### src/rtl/scrpad_pkg.sv
package scrpad_pkg;
  localparam int SP_BYTES  = 32;
  localparam int MAC_BASE  = 8;
  localparam int MAC_BYTES = 20;
  localparam int MIN_READS = 8;
  localparam logic [7:0] ERASE_CODE = 8'hC3;
  localparam logic [7:0] MATCH_CODE = 8'h3C;
  localparam int AW = $clog2(SP_BYTES);
  localparam int MW = $clog2(MAC_BYTES);
  localparam int CW = $clog2(MIN_READS + 1);

  typedef enum logic [2:0] {
    ST_IDLE, ST_ERADDR, ST_FILL, ST_MATCHRX, ST_DONE
  } state_t;

  typedef struct packed {
    logic          fillWr;
    logic [AW-1:0] fillIdx;
    logic          cmpEn;
    logic [MW-1:0] cmpIdx;
    logic          cmpLast;
    logic          eraseDone;
    logic          patClr;
    logic          patActive;
  } ctl_t;
endpackage

### src/rtl/scrpad_ctrl.sv
module scrpad_ctrl
  import scrpad_pkg::*;
#(
  parameter int FILL_CYCLES = 1600
) (
  input  logic       clk,
  input  logic       rstN,
  input  logic       busReset,
  input  logic       cmdValid,
  input  logic [7:0] cmdCode,
  input  logic       dataValid,
  output ctl_t       ctl
);
  localparam int FW = $clog2(FILL_CYCLES + 1);

  state_t        state, stateNext;
  logic [MW-1:0] byteCnt, byteCntNext;
  logic [FW-1:0] fillCnt, fillCntNext;
  logic          cmdKnown;

  assign cmdKnown = (cmdCode == ERASE_CODE) || (cmdCode == MATCH_CODE);

  always_comb begin
    stateNext   = state;
    byteCntNext = byteCnt;
    fillCntNext = fillCnt;
    ctl         = '0;
    if (busReset) begin
      stateNext   = ST_IDLE;
      byteCntNext = '0;
      fillCntNext = '0;
      ctl.patClr  = 1'b1;
    end else begin
      case (state)
        ST_IDLE: begin
          if (cmdValid && cmdKnown) begin
            ctl.patClr  = 1'b1;
            byteCntNext = '0;
            stateNext   = (cmdCode == ERASE_CODE) ? ST_ERADDR : ST_MATCHRX;
          end
        end
        ST_ERADDR: begin
          if (dataValid) begin
            if (byteCnt == MW'(1)) begin
              stateNext   = ST_FILL;
              fillCntNext = '0;
            end else begin
              byteCntNext = byteCnt + MW'(1);
            end
          end
        end
        ST_FILL: begin
          ctl.fillWr  = (fillCnt < FW'(SP_BYTES));
          ctl.fillIdx = AW'(fillCnt);
          if (fillCnt == FW'(FILL_CYCLES - 1)) begin
            ctl.eraseDone = 1'b1;
            stateNext     = ST_DONE;
          end else begin
            fillCntNext = fillCnt + FW'(1);
          end
        end
        ST_MATCHRX: begin
          if (dataValid) begin
            ctl.cmpEn  = 1'b1;
            ctl.cmpIdx = byteCnt;
            if (byteCnt == MW'(MAC_BYTES - 1)) begin
              ctl.cmpLast = 1'b1;
              stateNext   = ST_DONE;
            end else begin
              byteCntNext = byteCnt + MW'(1);
            end
          end
        end
        ST_DONE:  ctl.patActive = 1'b1;
        default:  stateNext = ST_IDLE;
      endcase
    end
  end

  always_ff @(posedge clk or negedge rstN) begin
    if (!rstN) begin
      state   <= ST_IDLE;
      byteCnt <= '0;
      fillCnt <= '0;
    end else begin
      state   <= stateNext;
      byteCnt <= byteCntNext;
      fillCnt <= fillCntNext;
    end
  end

  // a bus reset always lands in idle
  a_r10_bus_reset_idle: assert property (@(posedge clk) disable iff (!rstN)
    busReset |=> (state == ST_IDLE));

  // compare index stays inside the MAC window
  a_r6_cmp_idx_range: assert property (@(posedge clk) disable iff (!rstN)
    ctl.cmpEn |-> (ctl.cmpIdx < MW'(MAC_BYTES)));

  // the fill counter never passes the fill length
  a_r4_fill_span: assert property (@(posedge clk) disable iff (!rstN)
    (state == ST_FILL) |-> (fillCnt < FW'(FILL_CYCLES)));
endmodule

### src/rtl/scrpad_dp.sv
module scrpad_dp
  import scrpad_pkg::*;
(
  input  logic          clk,
  input  logic          rstN,
  input  ctl_t          ctl,
  input  logic [7:0]    dataByte,
  input  logic          readSlot,
  output logic          readBit,
  input  logic          loadEn,
  input  logic [AW-1:0] loadAddr,
  input  logic [7:0]    loadData,
  input  logic          flagWr,
  input  logic          hideIn,
  input  logic          authIn,
  input  logic [AW-1:0] peekAddr,
  output logic [7:0]    peekData,
  output logic          hideFlag,
  output logic          authFlag,
  output logic          matchFlag,
  output logic          minReadMet
);
  logic [7:0]    mem [SP_BYTES];
  logic [AW-1:0] cmpAddr;
  logic          mismatch, failReg, failNow, okReg, patPhase;
  logic [CW-1:0] patCount;

  assign peekData   = mem[peekAddr];
  assign cmpAddr    = AW'(MAC_BASE) + AW'(ctl.cmpIdx);
  assign mismatch   = (mem[cmpAddr] != dataByte);
  assign failNow    = failReg | (ctl.cmpEn & mismatch);
  assign minReadMet = (patCount == CW'(MIN_READS));

  always_ff @(posedge clk or negedge rstN) begin
    if (!rstN) begin
      for (int i = 0; i < SP_BYTES; i++) mem[i] <= '0;
    end else if (ctl.fillWr) begin
      mem[ctl.fillIdx] <= 8'hFF;
    end else if (loadEn) begin
      mem[loadAddr] <= loadData;
    end
  end

  always_ff @(posedge clk or negedge rstN) begin
    if (!rstN) begin
      hideFlag  <= 1'b0;
      authFlag  <= 1'b0;
      matchFlag <= 1'b0;
    end else begin
      if (ctl.eraseDone)   hideFlag <= 1'b0;
      else if (flagWr)     hideFlag <= hideIn;
      if (flagWr)          authFlag <= authIn;
      if (ctl.cmpLast && !failNow && authFlag) matchFlag <= 1'b1;
    end
  end

  always_ff @(posedge clk or negedge rstN) begin
    if (!rstN) begin
      failReg <= 1'b0;
      okReg   <= 1'b0;
    end else if (ctl.patClr) begin
      failReg <= 1'b0;
      okReg   <= 1'b0;
    end else begin
      if (ctl.cmpEn)     failReg <= failNow;
      if (ctl.eraseDone) okReg   <= 1'b1;
      if (ctl.cmpLast)   okReg   <= !failNow;
    end
  end

  always_ff @(posedge clk or negedge rstN) begin
    if (!rstN) begin
      readBit  <= 1'b1;
      patPhase <= 1'b0;
      patCount <= '0;
    end else if (ctl.patClr) begin
      readBit  <= 1'b1;
      patPhase <= 1'b0;
      patCount <= '0;
    end else if (readSlot) begin
      if (ctl.patActive && okReg) begin
        readBit  <= patPhase;
        patPhase <= ~patPhase;
        if (patCount != CW'(MIN_READS)) patCount <= patCount + CW'(1);
      end else begin
        readBit <= 1'b1;
      end
    end
  end

  // erase completion leaves hide cleared
  a_r3_hide_cleared: assert property (@(posedge clk) disable iff (!rstN)
    ctl.eraseDone |=> !hideFlag);

  // match flag may only rise while authorisation was set
  a_r8_match_needs_auth: assert property (@(posedge clk) disable iff (!rstN)
    $rose(matchFlag) |-> $past(authFlag));

  // outside the completion phase reads give ones
  a_r4_ones_when_inactive: assert property (@(posedge clk) disable iff (!rstN)
    (readSlot && !ctl.patActive && !ctl.patClr) |=> readBit);

  // once met, the minimum stays met until a pattern clear
  a_r9_min_read_sticky: assert property (@(posedge clk) disable iff (!rstN)
    (minReadMet && !ctl.patClr) |=> minReadMet);
endmodule

### src/rtl/scrpad_engine.sv
module scrpad_engine
  import scrpad_pkg::*;
#(
  parameter int CLK_MHZ = 50,
  parameter int FILL_US = 32
) (
  input  logic       clk,
  input  logic       rstN,
  input  logic       busReset,
  input  logic       cmdValid,
  input  logic [7:0] cmdCode,
  input  logic       dataValid,
  input  logic [7:0] dataByte,
  input  logic       readSlot,
  output logic       readBit,
  input  logic       loadEn,
  input  logic [4:0] loadAddr,
  input  logic [7:0] loadData,
  input  logic       flagWr,
  input  logic       hideIn,
  input  logic       authIn,
  input  logic [4:0] peekAddr,
  output logic [7:0] peekData,
  output logic       hideFlag,
  output logic       authFlag,
  output logic       matchFlag,
  output logic       minReadMet
);
  localparam int FILL_CYCLES = CLK_MHZ * FILL_US;

  ctl_t ctl;

  scrpad_ctrl #(.FILL_CYCLES(FILL_CYCLES)) uCtrl (
    .clk(clk), .rstN(rstN), .busReset(busReset), .cmdValid(cmdValid),
    .cmdCode(cmdCode), .dataValid(dataValid), .ctl(ctl)
  );

  scrpad_dp uDp (
    .clk(clk), .rstN(rstN), .ctl(ctl), .dataByte(dataByte),
    .readSlot(readSlot), .readBit(readBit), .loadEn(loadEn),
    .loadAddr(loadAddr), .loadData(loadData), .flagWr(flagWr),
    .hideIn(hideIn), .authIn(authIn), .peekAddr(peekAddr),
    .peekData(peekData), .hideFlag(hideFlag), .authFlag(authFlag),
    .matchFlag(matchFlag), .minReadMet(minReadMet)
  );
endmodule

### config.mk
export PLATFORM = sky130hd
export DESIGN_NAME = scrpad_engine
export DESIGN_NICKNAME = d
export VERILOG_FILES = /design/src/rtl/scrpad_pkg.sv /design/src/rtl/scrpad_ctrl.sv /design/src/rtl/scrpad_dp.sv /design/src/rtl/scrpad_engine.sv
export SDC_FILE = /design/constraint.sdc
export NUM_CORES = 1
export LEC_CHECK = 0
export BUFFER_PORTS_ARGS = -buffer_cell sky130_fd_sc_hd__buf_2
export CORE_ASPECT_RATIO = 1.25
export CORE_MARGIN = 3
export CORE_UTILIZATION = 55
export DETAILED_ROUTE_END_ITERATION = 7
export GPL_TIMING_DRIVEN = 0
export PLACE_DENSITY = 0.71
export RECOVER_POWER = 25
export SYNTH_ARGS = -nofsm -noshare
export SYNTH_HDL_FRONTEND = slang
export SYNTH_HIERARCHICAL = 1
export SYNTH_SLANG_ARGS = --single-unit
### constraint.sdc
create_clock -name clk -period 4.3 [get_ports clk]
set_input_delay 0.215 -clock clk [delete_from_list [all_inputs] [get_ports clk]]
set_output_delay 0.215 -clock clk [all_outputs]
set_load 0.01 [all_outputs]
Word level (Yosys, flattened, before mapping)
Cells that the tools add are included.
Storage, ports and cells
  word-level logic and storage cells: 170
  memory bits (writable): 0
  memories: 0
  input bits: 44
  bits in read-only memories: 0
  output and inout port bits: 13
  flip-flop bits (word level): 286
  latch bits: 0
Cells by class
  bitwise logic cells: 8
  mux-type cells: 63
  $lt $le $gt $ge: 7
  reductions and logical operators: 23
  shifts and indexed selects: 0
  multipliers: 0
  divide/modulo/power cells: 0
  add/subtract/negate cells: 4
  equality and inequality tests: 22
Operators by type and width (count)
  $mux W256: 2
  $bwmux W256: 1
  $or A256 B256 Y256: 1
  $bmux W8 S5: 2
  $demux W8 S5: 2
  $mux W8: 6
  $mux W11: 4
  $mux W5: 6
  $ge A6 B6 Y1 const B: 4
  $not A5 Y6: 4
  $pmux W11 S2: 1
  $mux W1: 21
  $mux W3: 7
  $mux W4: 4
  $ne A3 B3 Y1 const B: 5
  $pmux W3 S5: 1
  $pmux W5 S3: 1
  $mux W14: 1
  $mux W7: 2
  $lt A6 B1 Y1 const B: 2
  $ne A3 B2 Y1 const B: 4
  $reduce_bool A2 Y1: 6
  $add A11 B1 Y11 const B: 1
  $eq A11 B11 Y1 const B: 1
  other kinds (31): 38

Depth between registers and ports, before layout
  depth in word-level cells: 16
  mapped depth: 18
  mapped depth without buffers: 12

Hierarchy
Netlist, hierarchy kept.
Modules (own cells, without submodules)
  scrpad_dp: times used 1, cells an instance 1278, area each 14217.4 um^2, seq. area each 6682.7 um^2
  scrpad_ctrl: times used 1, cells an instance 163, area each 1352.5 um^2, seq. area each 475.5 um^2

Worst setup path before layout
OpenSTA, ideal clock, no wires.
  path kind: reg2reg
  from: register uCtrl.state[2]
  to: register uDp.matchFlag
  required time: 4208 ps
  setup time: 92 ps
  period minus slack after synthesis: 3636 ps
  cell stages (with the launch flop): 16
  buffers on the path: 4
  path slack: 664 ps
  arrival time: 3544 ps
  cell sequence: dfrtp_1 -> buf_2 -> nor2_1 -> and2_1 -> and3_1 -> clkbuf_1 -> and2_1 -> buf_2 -> buf_1 -> mux4_2 -> mux2i_1 -> o22ai_1 -> or3_1 -> a2111oi_2 -> nand2_1 -> o31ai_2
RTL lines
  from (decl): RTL line scrpad_ctrl.sv:16  | state_t state, stateNext;
  from (signal assigned): RTL line scrpad_ctrl.sv:86  | state <= stateNext;
  to (signal assigned): RTL line scrpad_dp.sv:48  | matchFlag <= 1'b0;
  to (signal assigned): RTL line scrpad_dp.sv:53  | if (ctl.cmpLast && !failNow && authFlag) matchFlag <= 1'b1;
  to (decl): RTL line scrpad_dp.sv:20  | output logic matchFlag,

==> metrics.cfg <==
[synthesis]
synth_seq_area_share_pct=45.97
synth_area_per_cell_um2=10.80
synth_edf_count=0
synth_ff_type=sky130_fd_sc_hd__dfrtp_1
post_syn_area_um2=15570
postSynthRegisterBits=286
synthesis.instances=1441
synth_async_sr_flop_share_pct=100.0
synth_cell_types=67
ys_warn_count=6
synth_fp_nets=1490

[timing]
slew_violations=87
setup_tns_ns=0
setup_ws_ns=0.1793
timing.max_slew.rel_slack_pct=-115.4
maxClockFrequency_ghz=0.2427
count_of_endpoints_failing_hold_in_the_final_timing_report=0
timing_worst_slew_pin_value_ns=3.231
setup_viol=0
unrepaired_setup_endpoints_after_global_routing=false
layout_worst_path_cycle_share_pct=95.83
final.min_clock_period_ns=4.121
clock-skew-final_ns=0.01570

[grt]
first_pass_grt_wire_length_um=81990
global_route.overflow_total=0
antenna_violations_before_repair=2
grt_util_met3_pct=10.14
globalRoute.busiestLayer=met2
grt_pass1_vias=13297
maximum_number_of_pins_on_one_net_before_global_route_repair=121
groute.layer.met1.usage_pct=46.91
global_routing_met2_resource_utilization_pct=52.44
grt.total_usage_pct=36.04

[cts]
insertion_delay_ns=0.59
cts-buffers-inserted=31
clock-sinks=286
cts.path.max_buffers=3
clock_root_buffer=sky130_fd_sc_hd__clkbuf_16
tritoncts=yes
path_clk_slew_ns=0.06
cts_max_level=1

[route]
drt_wl_total_um=54950
vias=13519
tritonroute_pass_1_iters=8
drt.antenna.violating_nets=0
wl_per_cell_um=28.85
route.detailed.vias_per_inst=7.097
remaining_design_rule_violation_count=0
detailed_route_iter0_violations=2145

[finish]
fin_cells=1905
areaGrowthSynthToFinish_pct=13.40
final_core_area_utilization_pct=63.66
fin_nets=1580
multi_input_comb_area_um2=8128
fillCellCount=2195
share_of_final_layout_standard_cells_stronger_than_drive_strength_1_pct=21.18
seqCellArea_um2=7158

[place]
final_weighted_congestion_of_routability_driven_global_placement=1.028
pre_cts_slack_ns=-1.100
port_buffers=47
detailedPlacementHpwl_um=38470
post-place-cells=1842

[die]
die_w_um=156.5
die_area_um2=30380
die_h_um=194.1
start_util_pct=56.13
placeableCoreArea_um2=27740
floorplan.rows=68
design.portCount=57

[min_path]
min-delay-path-class=in2reg
holdPathStages=3
hp-start=loadData[6]
hold-path-endpoint=uDp/mem[182]

[power]
power_density_cells_nw_per_um2=556.0
p_int_mw=6.478
power_switching_mw=3.340
power.share.switching_pct=34.02
power_total_mw=9.817
clkPwrFrac_pct=27.7
irDropWorstVdd_uv=335.7
comb_power_share_pct=29.1
power.static_leakage_nw=6.943
seqPwrFrac_pct=43.3

[worst_setup_path]
crit_path_max_fanout=10
combined_buffer_and_inverter_count_along_the_critical_path=5
r2r-start=uCtrl/state[2]
required_ns=4.80
crit_chain=buf_2 -> nor2_2 -> and2_2 -> and3_4 -> and2_4 -> buf_12 -> buf_12 -> buf_12 -> mux4_2 -> mux2i_1 -> o32ai_2 -> a21oi_2 -> xnor2_1 -> nor4_4 -> buf_4 -> nand2_1 -> o31ai_2
worstPathArrival_ns=4.62
rr_worst_depth=17
worstSetupStartpoint=uCtrl/state[2]
timing.critical_path.from_type=flop
path_class=reg2reg
regToRegSetupSlack_ns=0.18
crit_top_cell=sky130_fd_sc_hd__buf_12
endpoint_kind=flop
crit-reg2reg-capture=uDp/matchFlag
timing.critical_path.slowest_stage_cell=sky130_fd_sc_hd__mux4_2
worst_path_largest_cell_delay_ns=0.56
critical_path.top_delay_family=simple AND/OR/NAND/NOR gates

[run_status]
run_status=finished with violations
failed_checks=capacitance limit, slew limit

[run]
cap_violations=6

-- state kept, by name (all words and copies together) (netlist names) --
name and count:
uDp/mem 256, uCtrl/fillCnt 11, uCtrl/byteCnt 5, uDp/patCount 4
uCtrl/state 3, uDp/authFlag 1, uDp/failReg 1, uDp/hideFlag 1
uDp/matchFlag 1, uDp/okReg 1, uDp/patPhase 1, uDp/readBit 1
-- worst min-delay path: cells and delay by family --
kind / cells / cell delay, ns
and+or+nand+nor: 1 / 0.11
buffers and inverters: 1 / 0.10
AOI/OAI and AO/OA: 1 / 0.14
-- cell usage after synthesis, types with 13 or more instances --
cell / n / area share, %
sky130_fd_sc_hd__nand2_1: 30 / 0.72
sky130_fd_sc_hd__nand3_1: 16 / 0.51
sky130_fd_sc_hd__mux2i_1: 19 / 1.2
sky130_fd_sc_hd__and2_1: 13 / 0.52
sky130_fd_sc_hd__mux4_2: 127 / 18
sky130_fd_sc_hd__o32ai_1: 33 / 1.9
sky130_fd_sc_hd__mux2_2: 27 / 2.0
sky130_fd_sc_hd__clkbuf_1: 60 / 1.4
sky130_fd_sc_hd__dfrtp_1: 285 / 46
sky130_fd_sc_hd__a21oi_1: 261 / 8.4
sky130_fd_sc_hd__nor2b_1: 16 / 0.64
sky130_fd_sc_hd__nor2_1: 336 / 8.1
sky130_fd_sc_hd__buf_1: 13 / 0.31
sky130_fd_sc_hd__buf_2: 13 / 0.42
sky130_fd_sc_hd__o22ai_1: 18 / 0.72
-- power by group through the flow --
| stage | sequential (mW) | combinational [mW] | clock [mW] |
|---|---|---|---|
| after global routing | 4.32 | 3.06 | 2.84 |
| after detailed placement | 4.24 | 2.72 | 0 |
| after global placement | 4.18 | 2.62 | 0 |
| after CTS | 4.20 | 2.77 | 2.72 |
| after floorplan | 3.98 | 2.01 | 0 |
| final | 4.25 | 2.86 | 2.72 |
-- cells by family (layout without fill, tap and decap cells) --
family / after synthesis / count (layout) / share of synthesized area, %
compound gates: 380 / 380 / 14.43
xor+xnor: 11 / 11 / 0.6188
fa+ha+maj: 5 / 5 / 0.4018
buf+inv: 105 / 217 / 2.997
flops: 286 / 286 / 45.97
mux: 178 / 178 / 21.91
other cells: 0 / 2 / 0
simple gates: 476 / 476 / 13.67
-- routing by layer --
metal | routed length, µm | vias to the layer above | part of all wire (%)
li1 | - | 5535 | -
met4 | 4955 | 0 | 9.0
met5 | 0 | - | 0
met1 | 19020 | 6663 | 35
met2 | 24200 | 1050 | 44
met3 | 6775 | 271 | 12
-- through the flow --
stage	area, µm²	hold slack, ns
floorplan	15570	-0.08059
finish	17660	0.02487
global placement	16240	0.4466
global route	17650	0.02938
CTS	17590	0.01718
detailed placement	16370	0.1712
-- worst max-delay path by stage --
stage	slack (ns)	endpoint	cells after the start
after floorplan	0.66	uDp/matchFlag	15
after global routing	0.01	uDp/matchFlag	17
after CTS	0.02	uDp/matchFlag	16
final	0.18	uDp/matchFlag	17
after global placement	-2.30	uDp/mem[16]	1
after detailed placement	-1.10	uDp/matchFlag	15
-- layout by cell type (no fill, tap or decap), drive strengths merged, types with 5 or more instances in the layout --
cell and count:
o22ai 18, o21ai 19, o311ai 5, or3b 7, nor2 336, nor4 7, ha 5, nor2b 16
a211oi 8, clkbuf 103, and2 13, mux2i 19, buf 83, mux4 127, dfrtp 285, a2111oi 10
a21oi 261, nand3 16, nand2 30, xnor2 8, nand3b 10, o31ai 7, clkinv 7, nor3 12
dlygate4sd3 7, nand2b 5, inv 14, mux2 32, o32ai 33
-- timing repair --
item,4_1_cts,5_1_grt
gates resized for setup,38,19
endpoints found under the hold margin,54,0
hold buffers,7,0
buffers inserted,1,1
setup endpoints to repair,3,88
pin swaps,2,1
-- cell type report --
cell class,count,area share [%]
Clock buffer,43,5.102
Tap cell,350,2.480
Sequential cell,286,40.54
Buffer,90,2.693
Inverter,12,0.2551
Multi-Input combinational cell,1050,46.03
Antenna cell,2,0.02834
Clock inverter,12,0.6944
Timing Repair Buffer,60,2.175
Power figures use the tool's default switching activity.
